<file path="config.mk">
export PLATFORM = sky130hd
export DESIGN_NAME = vol_ramp_ctrl
export DESIGN_NICKNAME = d
export VERILOG_FILES = /design/src/rtl/vr_pkg.sv /design/src/rtl/vr_zcdet.sv /design/src/rtl/vr_chan.sv /design/src/rtl/vr_seq.sv /design/src/rtl/vol_ramp_ctrl.sv
export SDC_FILE = /design/constraint.sdc
export NUM_CORES = 1
export LEC_CHECK = 0
export BUFFER_PORTS_ARGS = -buffer_cell sky130_fd_sc_hd__buf_2
export CAP_MARGIN = 10
export CORE_UTILIZATION = 43
export DETAILED_ROUTE_END_ITERATION = 10
export PLACE_DENSITY = 0.68
export SYNTH_ARGS = -nofsm -noshare
export SYNTH_HDL_FRONTEND = slang
export SYNTH_SLANG_ARGS = --single-unit
</file>
<file path="constraint.sdc">
create_clock -name clk -period 5.48 [get_ports clk]
set_input_delay 0.274 -clock clk [delete_from_list [all_inputs] [get_ports clk]]
set_output_delay 0.274 -clock clk [all_outputs]
set_load 0.01 [all_outputs]
</file>
<file path="src/rtl/vr_pkg.sv">
package vr_pkg;
  typedef enum logic [1:0] {
    SQ_IDLE  = 2'd0,
    SQ_DOWN  = 2'd1,
    SQ_GRANT = 2'd2
  } seq_e;
endpackage

</file>
<file path="src/rtl/vr_zcdet.sv">
module vr_zcdet #(
  parameter int SMP_W = 24
) (
  input  logic             clk,
  input  logic             rst_n,
  input  logic             smp_stb,
  input  logic [SMP_W-1:0] smp,
  output logic             zc
);
  logic neg_q;
  logic neg_d;

  always_comb begin
    neg_d = neg_q;
    if (smp_stb) neg_d = smp[SMP_W-1];
  end

  always_ff @(posedge clk or negedge rst_n) begin
    if (!rst_n) neg_q <= 1'b0;
    else        neg_q <= neg_d;
  end

  // crossing: exact zero, or sign flip against the previous strobed sample
  assign zc = smp_stb && ((smp == '0) || (smp[SMP_W-1] != neg_q));
endmodule

</file>
<file path="src/rtl/vr_chan.sv">
module vr_chan #(
  parameter int ATT_W = 8,
  parameter int TMO   = 512,
  localparam int CNT_W = $clog2(TMO)
) (
  input  logic             clk,
  input  logic             rst_n,
  input  logic             smp_stb,
  input  logic             zc,
  input  logic             soft_en,
  input  logic             zc_en,
  input  logic             frc_mute,
  input  logic             frc_load,
  input  logic [ATT_W-1:0] tgt,
  output logic [ATT_W-1:0] cur,
  output logic [CNT_W-1:0] tmo_cnt
);
  localparam logic [ATT_W-1:0] MUTE = '1;
  localparam logic [CNT_W-1:0] CNT_LAST = CNT_W'(TMO - 1);

  logic [ATT_W-1:0] cur_q, cur_d, toward;
  logic [CNT_W-1:0] cnt_q, cnt_d;
  logic             pend, tmo_hit;

  always_comb begin
    pend    = (cur_q != tgt);
    tmo_hit = smp_stb && (cnt_q == CNT_LAST);
    toward  = (cur_q < tgt) ? cur_q + 1'b1 : cur_q - 1'b1;
    cur_d   = cur_q;
    cnt_d   = cnt_q;
    if (frc_mute) begin
      cur_d = MUTE;
      cnt_d = '0;
    end else if (frc_load) begin
      cur_d = tgt;
      cnt_d = '0;
    end else if (!pend) begin
      cnt_d = '0;
    end else if (!soft_en && !zc_en) begin
      cur_d = tgt;
      cnt_d = '0;
    end else if (!zc_en) begin
      if (smp_stb) cur_d = toward;
      cnt_d = '0;
    end else if (zc || tmo_hit) begin
      cur_d = soft_en ? toward : tgt;
      cnt_d = '0;
    end else if (smp_stb) begin
      cnt_d = cnt_q + 1'b1;
    end
  end

  always_ff @(posedge clk or negedge rst_n) begin
    if (!rst_n) begin
      cur_q <= MUTE;
      cnt_q <= '0;
    end else begin
      cur_q <= cur_d;
      cnt_q <= cnt_d;
    end
  end

  assign cur     = cur_q;
  assign tmo_cnt = cnt_q;
endmodule

</file>
<file path="src/rtl/vr_seq.sv">
module vr_seq
  import vr_pkg::*;
(
  input  logic clk,
  input  logic rst_n,
  input  logic filt_req,
  input  logic dn_ramp,
  input  logic up_ramp,
  input  logic all_mute,
  output logic hold_mute,
  output logic frc_mute,
  output logic frc_load,
  output logic grant
);
  seq_e st_q, st_d;

  always_comb begin
    st_d = st_q;
    case (st_q)
      SQ_IDLE:  if (filt_req) st_d = SQ_DOWN;
      SQ_DOWN:  if (all_mute) st_d = SQ_GRANT;
      SQ_GRANT: st_d = SQ_IDLE;
      default:  st_d = SQ_IDLE;
    endcase
  end

  always_ff @(posedge clk or negedge rst_n) begin
    if (!rst_n) st_q <= SQ_IDLE;
    else        st_q <= st_d;
  end

  assign hold_mute = (st_q == SQ_DOWN);
  assign frc_mute  = (st_q == SQ_DOWN) && !dn_ramp;
  assign frc_load  = (st_q == SQ_GRANT) && !up_ramp;
  assign grant     = (st_q == SQ_GRANT);
endmodule

</file>
<file path="src/rtl/vol_ramp_ctrl.sv">
module vol_ramp_ctrl #(
  parameter int NCH   = 2,
  parameter int SMP_W = 24,
  parameter int ATT_W = 8,
  parameter int TMO   = 512,
  localparam int CNT_W = $clog2(TMO)
) (
  input  logic                 clk,
  input  logic                 rst_n,
  input  logic                 smp_stb,
  input  logic [NCH*SMP_W-1:0] smp_i,
  input  logic [NCH*ATT_W-1:0] tgt_i,
  input  logic                 mute_req,
  input  logic                 soft_en,
  input  logic                 zc_en,
  input  logic                 up_ramp,
  input  logic                 dn_ramp,
  input  logic                 filt_req,
  output logic [NCH*ATT_W-1:0] att_o,
  output logic                 ramp_done,
  output logic                 filt_grant
);
  localparam logic [ATT_W-1:0] MUTE = '1;

  logic [NCH*ATT_W-1:0] eff_flat;
  logic [NCH*CNT_W-1:0] tmo_flat;
  logic [NCH-1:0]       at_mute, at_tgt, zc_v;
  logic                 hold_mute, frc_mute, frc_load, all_mute;

  assign all_mute = &at_mute;

  for (genvar c = 0; c < NCH; c++) begin : g_ch
    logic [ATT_W-1:0] cur;
    assign eff_flat[c*ATT_W +: ATT_W] =
      (mute_req || hold_mute) ? MUTE : tgt_i[c*ATT_W +: ATT_W];

    vr_zcdet #(.SMP_W(SMP_W)) u_zc (
      .clk     (clk),
      .rst_n   (rst_n),
      .smp_stb (smp_stb),
      .smp     (smp_i[c*SMP_W +: SMP_W]),
      .zc      (zc_v[c])
    );

    vr_chan #(.ATT_W(ATT_W), .TMO(TMO)) u_ch (
      .clk      (clk),
      .rst_n    (rst_n),
      .smp_stb  (smp_stb),
      .zc       (zc_v[c]),
      .soft_en  (soft_en),
      .zc_en    (zc_en),
      .frc_mute (frc_mute),
      .frc_load (frc_load),
      .tgt      (eff_flat[c*ATT_W +: ATT_W]),
      .cur      (cur),
      .tmo_cnt  (tmo_flat[c*CNT_W +: CNT_W])
    );

    assign att_o[c*ATT_W +: ATT_W] = cur;
    assign at_mute[c] = (cur == MUTE);
    assign at_tgt[c]  = (cur == eff_flat[c*ATT_W +: ATT_W]);
  end

  vr_seq u_seq (
    .clk       (clk),
    .rst_n     (rst_n),
    .filt_req  (filt_req),
    .dn_ramp   (dn_ramp),
    .up_ramp   (up_ramp),
    .all_mute  (all_mute),
    .hold_mute (hold_mute),
    .frc_mute  (frc_mute),
    .frc_load  (frc_load),
    .grant     (filt_grant)
  );

  assign ramp_done = &at_tgt;
endmodule

</file>
* After elaboration in Yosys (flattened, before gate mapping)
Index checks and enable logic that the tools add are counted.
** Storage, ports and cells
- Register bits :: 38
- Input bits :: 73
- Logic and storage cells :: 97
- Output and inout port bits :: 18
** Cells by class
- Reductions and logical operators :: 27
- Muxes and demuxes :: 37
- $lt $le $gt $ge :: 2
- Add/sub/neg operators :: 6
- Eq/ne operators :: 18
** Operators by type and width (number)
- $mux W8 :: 20
- $mux W9 :: 14
- $logic_not A24 Y1 :: 2
- $add A9 B1 Y9 const B :: 2
- $eq A9 B9 Y1 const B :: 2
- $add A8 B1 Y8 const B :: 2
- $eq A8 B8 Y1 :: 2
- $eq A8 B8 Y1 const B :: 2
- $lt A8 B8 Y1 :: 2
- $ne A8 B8 Y1 :: 2
- $sub A8 B1 Y8 const B :: 2
- $ne A7 B7 Y1 const B :: 2
- $ne A5 B1 Y1 const B :: 2
- $logic_and A1 B1 Y1 :: 7
- $reduce_and A2 Y1 :: 3
- $reduce_and A3 Y1 :: 2
- $reduce_bool A3 Y1 :: 2
- $logic_or A1 B1 Y1 :: 5
- $reduce_bool A5 Y1 :: 1
- $logic_not A1 Y1 :: 4
- $mux W2 :: 2
- $pmux W2 S2 :: 1
- $eq A2 B1 Y1 const B :: 1
- $eq A2 B2 Y1 const B :: 1
- other kinds (4) :: 5

* Depth between registers and ports, before layout
- Depth in word-level cells :: 12
- Mapped depth :: 17
- Depth with buffers taken out :: 16

* Hierarchy
Synthesis repeated with hierarchy kept, for this count alone.
** Unflattened totals
- Cells, all modules :: 426
- Area total of the unflattened synthesis :: 3593.4 um^2
** By module, submodules not included
- vr_chan at g_ch[1].u_ch :: instances 1, seq. area each 435.4 um^2, area each 1318.8 um^2, cells an instance 152
- vr_chan at g_ch[0].u_ch :: instances 1, seq. area each 435.4 um^2, area each 1307.5 um^2, cells an instance 151
- vol_ramp_ctrl :: instances 1, seq. area each 0.0 um^2, area each 609.3 um^2, cells an instance 85
- vr_zcdet :: instances 2, seq. area each 25.0 um^2, area each 120.1 um^2, cells an instance 14
- vr_seq :: instances 1, seq. area each 50.0 um^2, area each 117.6 um^2, cells an instance 10

* Least setup slack after synthesis
OpenSTA, ideal clock, no wires.
- Kind :: flip-flop to flip-flop
- From :: register u_seq.st_q[1]
- To :: register g_ch[1].u_ch.cur_q[7]
- Slack :: 1.511 ns
- Required time :: 5.396 ns
- Period minus slack after synthesis :: 3.969 ns
- Buffers on the path :: 2
- Arrival time :: 3.885 ns
- Stages on the path, launching flop included :: 18
- Setup time :: 0.084 ns
- Cell sequence :: dfrtp_1 > and2b_1 > or2_2 > clkbuf_1 > clkbuf_1 > nor2_1 > ha_1 > nor2b_1 > o211ai_1 > a21oi_1 > or3_1 > ha_1 > nand3_1 > o211ai_1 > o41ai_1 > or4_1 > nand4b_1 > nor3b_1
** Between the ends
- Cells in the longest elaborated chain, start to end :: 12
- Elaborated cells between the ends (all ways) :: 21
- Those cells by class :: order compare (1); eq/ne (4); mux (10); reduce/logical (6)
** Ends and longest elaborated chain
- start, declared :: line vr_seq.sv:15 : seq_e st_q, st_d;
- start signal, assigned :: line vr_seq.sv:29 : else st_q <= st_d;
- $eq A2 B1 Y1 :: line vr_seq.sv:32, vr_seq.sv:33
- $logic_or A1 B1 Y1 :: line vol_ramp_ctrl.sv:35 : (mute_req || hold_mute) ? MUTE : tgt_i[c*ATT_W +: ATT_W];
- $mux W8 :: line vol_ramp_ctrl.sv:35
- $lt A8 B8 Y1 :: line vr_chan.sv:28 : toward = (cur_q < tgt) ? cur_q + 1'b1 : cur_q - 1'b1;
- $mux W8 :: line vr_chan.sv:28
- $mux W8 :: line vr_chan.sv:46 : cur_d = soft_en ? toward : tgt;
- $mux W8 :: line vr_chan.sv:45 : end else if (zc || tmo_hit) begin
- $mux W8 :: line vr_chan.sv:42 : end else if (!zc_en) begin
- $mux W8 :: line vr_chan.sv:39 : end else if (!soft_en && !zc_en) begin
- $mux W8 :: line vr_chan.sv:37 : end else if (!pend) begin
- $mux W8 :: line vr_chan.sv:34 : end else if (frc_load) begin
- $mux W8 :: line vr_chan.sv:31 : if (frc_mute) begin
- end signal, assigned :: line vr_chan.sv:58 : cur_q <= cur_d;
- end, declared :: line vr_chan.sv:21 : logic [ATT_W-1:0] cur_q, cur_d, toward;
Several ways; a longest one is shown, not always the timed one. The select of a mux whose other input is x is not followed.
A chain may end at the register's enable or synchronous reset.

* Worst setup path in the final report
- From :: register u_seq.st_q[0]
- To :: register g_ch[1].u_ch.cur_q[7]
The elaborated chain is that of the path after synthesis.

==> flow_summary.ini <==
[routing]
route.detailed.drc = 2
met1Wirelength_mm = 3.930
antenna_left = 0
dr.pass1.iters = 7
dr_wl_met3_um = 218
routed-wl-met2_mm = 3.893
drt_iter0_drc = 112
wl_per_cell_um = 14.88
top_layer = met4
routed_wl_mm = 8.081
vias_per_cell = 5.495
vias = 2984

[placed_design]
gp_congestion = 0.8541
pre_cts_ws_ns = 1.457
dpl_cell_area_sq_um = 3706
port_buffers = 90
place_hpwl_mm = 6.160

[sta]
skew_ns = 0.009620
final-hold-violation-count = 0
fin_ws_ns = 1.383
setup_violations = 0
fin_crit_sh_pct = 74.76
tightestPinTransition_ns = 1.168
fin_crit_ns = 4.097
final.setup.tns_ns = 0
max_freq_mhz = 244.1
slew_headroom_pct = 22.13
slew_viol_final = 0
grt_setup_unrepaired = false

[run_status]
violations = DRC
status = complete, but fails checks

[job]
cap_violations = 0

[finish]
syn2layout_area_growth_pct = 18.15
multi_input_area_sq_um = 2135
final_cell_mix = 90 x buf_2, 37 x nor2_1, 34 x ha_1
drive_above_1_share_pct = 30.18
nets = 552
antennaDiodeCount = 0
fillers = 693
layout.cells.most_common = buf_2
utilization_pct = 52.34
final_cell_area_sq_um = 3796
seq_area_sq_um = 970.9

[grt]
grt_pass1_vias = 2884
overflow = 0
track_usage_pct = 21.83
grt_pass1_wl_mm = 13.37
grt_max_degree = 39
antenna_found_initial = 0

[synthesis]
synth_mux_area_share_pct = 5.374
netlist_area_sq_um = 3213
avgSynthCellArea_sq_um = 8.950
synthFlopType = dfrtp_1
ys.warnings.count = 0
synth_edf_count = 0
synth-async-reset-ratio_pct = 100.0
yosys-top-cells-area = dfrtp_1 17%, ha_1 13%, dfstp_2 13%, nor2_1 4.3%, o21ai_0 3.7%
yosys.area.top_type_share_pct = 17.13
synthCells = 359
ys_ff_latch = 38
ys_types = 56
synth_top_family_by_area = simple AND/OR/NAND/NOR gates
yosys.area.top_type = dfrtp_1
syn_nets = 468
yosysSeqAreaShare_pct = 30.22
synth_compound_area_share_pct = 18.38
synth-xor-area-share_pct = 4.634
yosys.area_share.simple_pct = 23.56
yosys.area_share.adder_pct = 14.49

[setup_path]
reg2reg_from = u_seq.st_q[0]$_DFFE_PN0P_
critPathMaxFanout = 21
critPathArrivalTime_ns = 4.31
worst-setup-path-type = reg -> reg
cp-start-kind = flip-flop
cp-startpoint = u_seq.st_q[0]$_DFFE_PN0P_
setup.worst_path.end_class = flip-flop
crit_required_ns = 5.70

[floorplanning]
die-width_um = 88.44
die_area_sq_um = 7822
coreArea_sq_um = 7253
io_pins = 91
die_h_um = 88.44
start_util_pct = 44.30
rows = 31

[pwr]
power_density_nw_per_um2 = 542.1
peakVddDrop_uv = 300.4
p_leak_nw = 1.722
fin_total_pwr_w = 0.002058

[cts]
cts_made_buffers = 5
clkSlewWorstSetupHoldPaths_ns = 0.09
insertion_delay_ns = 0.30
clock_sinks = 38
hold_buffers = 0
post_cts_resized = 0
htreeDepth = 2
root_buffer = clkbuf_8
cts_setup_buffers = 0
cts_tree = yes
clk_path_buf_depth = 2

[worst_hold_path]
hold_class = in -> async
-- cells by family (layout without fill, tap and decap cells) --
| group | Yosys count | in the layout |
|---|---|---|
| multiplexers | 14 | 14 |
| AND/OR/NAND/NOR | 144 | 144 |
| AO/OA/AOI/OAI | 89 | 89 |
| XOR/XNOR | 17 | 17 |
| flip-flops | 38 | 38 |
| adder cells (fa/ha/maj) | 36 | 36 |
| buffers and inverters | 21 | 106 |
-- layer usage --
metal	GRT usage [%]	vias to the layer above
met5	0	-
met4	5.572	0
met3	3.451	4
met2	35.45	42
met1	30.31	1431
li1	-	1507
-- Yosys cell counts, drive strengths merged, types with 8 or more instances --
cell type / count
nor2: 37
ha: 34
o21ai: 25
dfrtp: 22
nand2: 22
a21oi: 21
dfstp: 16
nor3: 15
nand3: 12
mux2: 11
nand4: 11
nor4: 11
xnor2: 11
o211ai: 10
a21o: 8
buf: 8
-- sequential cells by signal (all words and copies together) (netlist names) --
| name | cells |
|---|---|
| u_seq.st_q | 2 |
| g_ch.u_zc.neg_q | 2 |
| g_ch.u_ch.tmo_cnt | 18 |
| g_ch.u_ch.cur | 16 |
-- through the flow --
| step | cells | hold WS, ns |
|---|---|---|
| finish | 543 | 0.09281 |
| global route | 543 | 0.1713 |
| CTS | 542 | 0.1264 |
| detailed placement | 534 | 0.4442 |
| global placement | 534 | 0.4491 |
| floorplan | 359 | -0.02159 |
-- final timing paths --
kind | cells after the start | endpoint | slack [ns]
min | 1 | g_ch[0].u_zc.neg_q$_DFFE_PN0P_ | 0.09
max reg2reg | 15 | g_ch[1].u_ch.cur[7]$_DFFE_PN1P_ | 1.38
min reg2reg | 1 | u_seq.st_q[0]$_DFFE_PN0P_ | 0.48
max | 15 | g_ch[1].u_ch.cur[7]$_DFFE_PN1P_ | 1.38
max in group asynchronous | 1 | g_ch[0].u_ch.tmo_cnt[2]$_DFFE_PN0P_ | 4.84
min in group clk | 2 | g_ch[1].u_zc.neg_q$_DFFE_PN0P_ | 0.24
-- where the power goes --
part	internal [W]	switching [W]	total, W
Clock	0.0000885	0.000111	0.000199
Combinational	0.000644	0.000746	0.00139
Sequential	0.000374	0.0000945	0.000469
-- critical path: stages (launching register included) --
cell	delay, ns
dfrtp_1	0.42
and2b_1	0.18
or2_2	0.43
nor2_1	0.15
ha_1	0.25
nor2b_1	0.14
o211ai_1	0.15
a21oi_1	0.11
or3_1	0.52
ha_1	0.43
nand3_1	0.09
o211ai_1	0.24
o41ai_1	0.11
or4_1	0.46
nand4b_1	0.11
nor3b_1	0.21
-- layout make-up --
cell class / instances / area share, %
inverter: 7 / 0.6922
clock inverter: 2 / 0.2637
multi-input combinational: 300 / 56.23
tap: 99 / 3.263
timing repair buffer: 91 / 12.06
sequential: 38 / 25.58
clock buffer: 6 / 1.912
(Power assumes the default switching activity.)
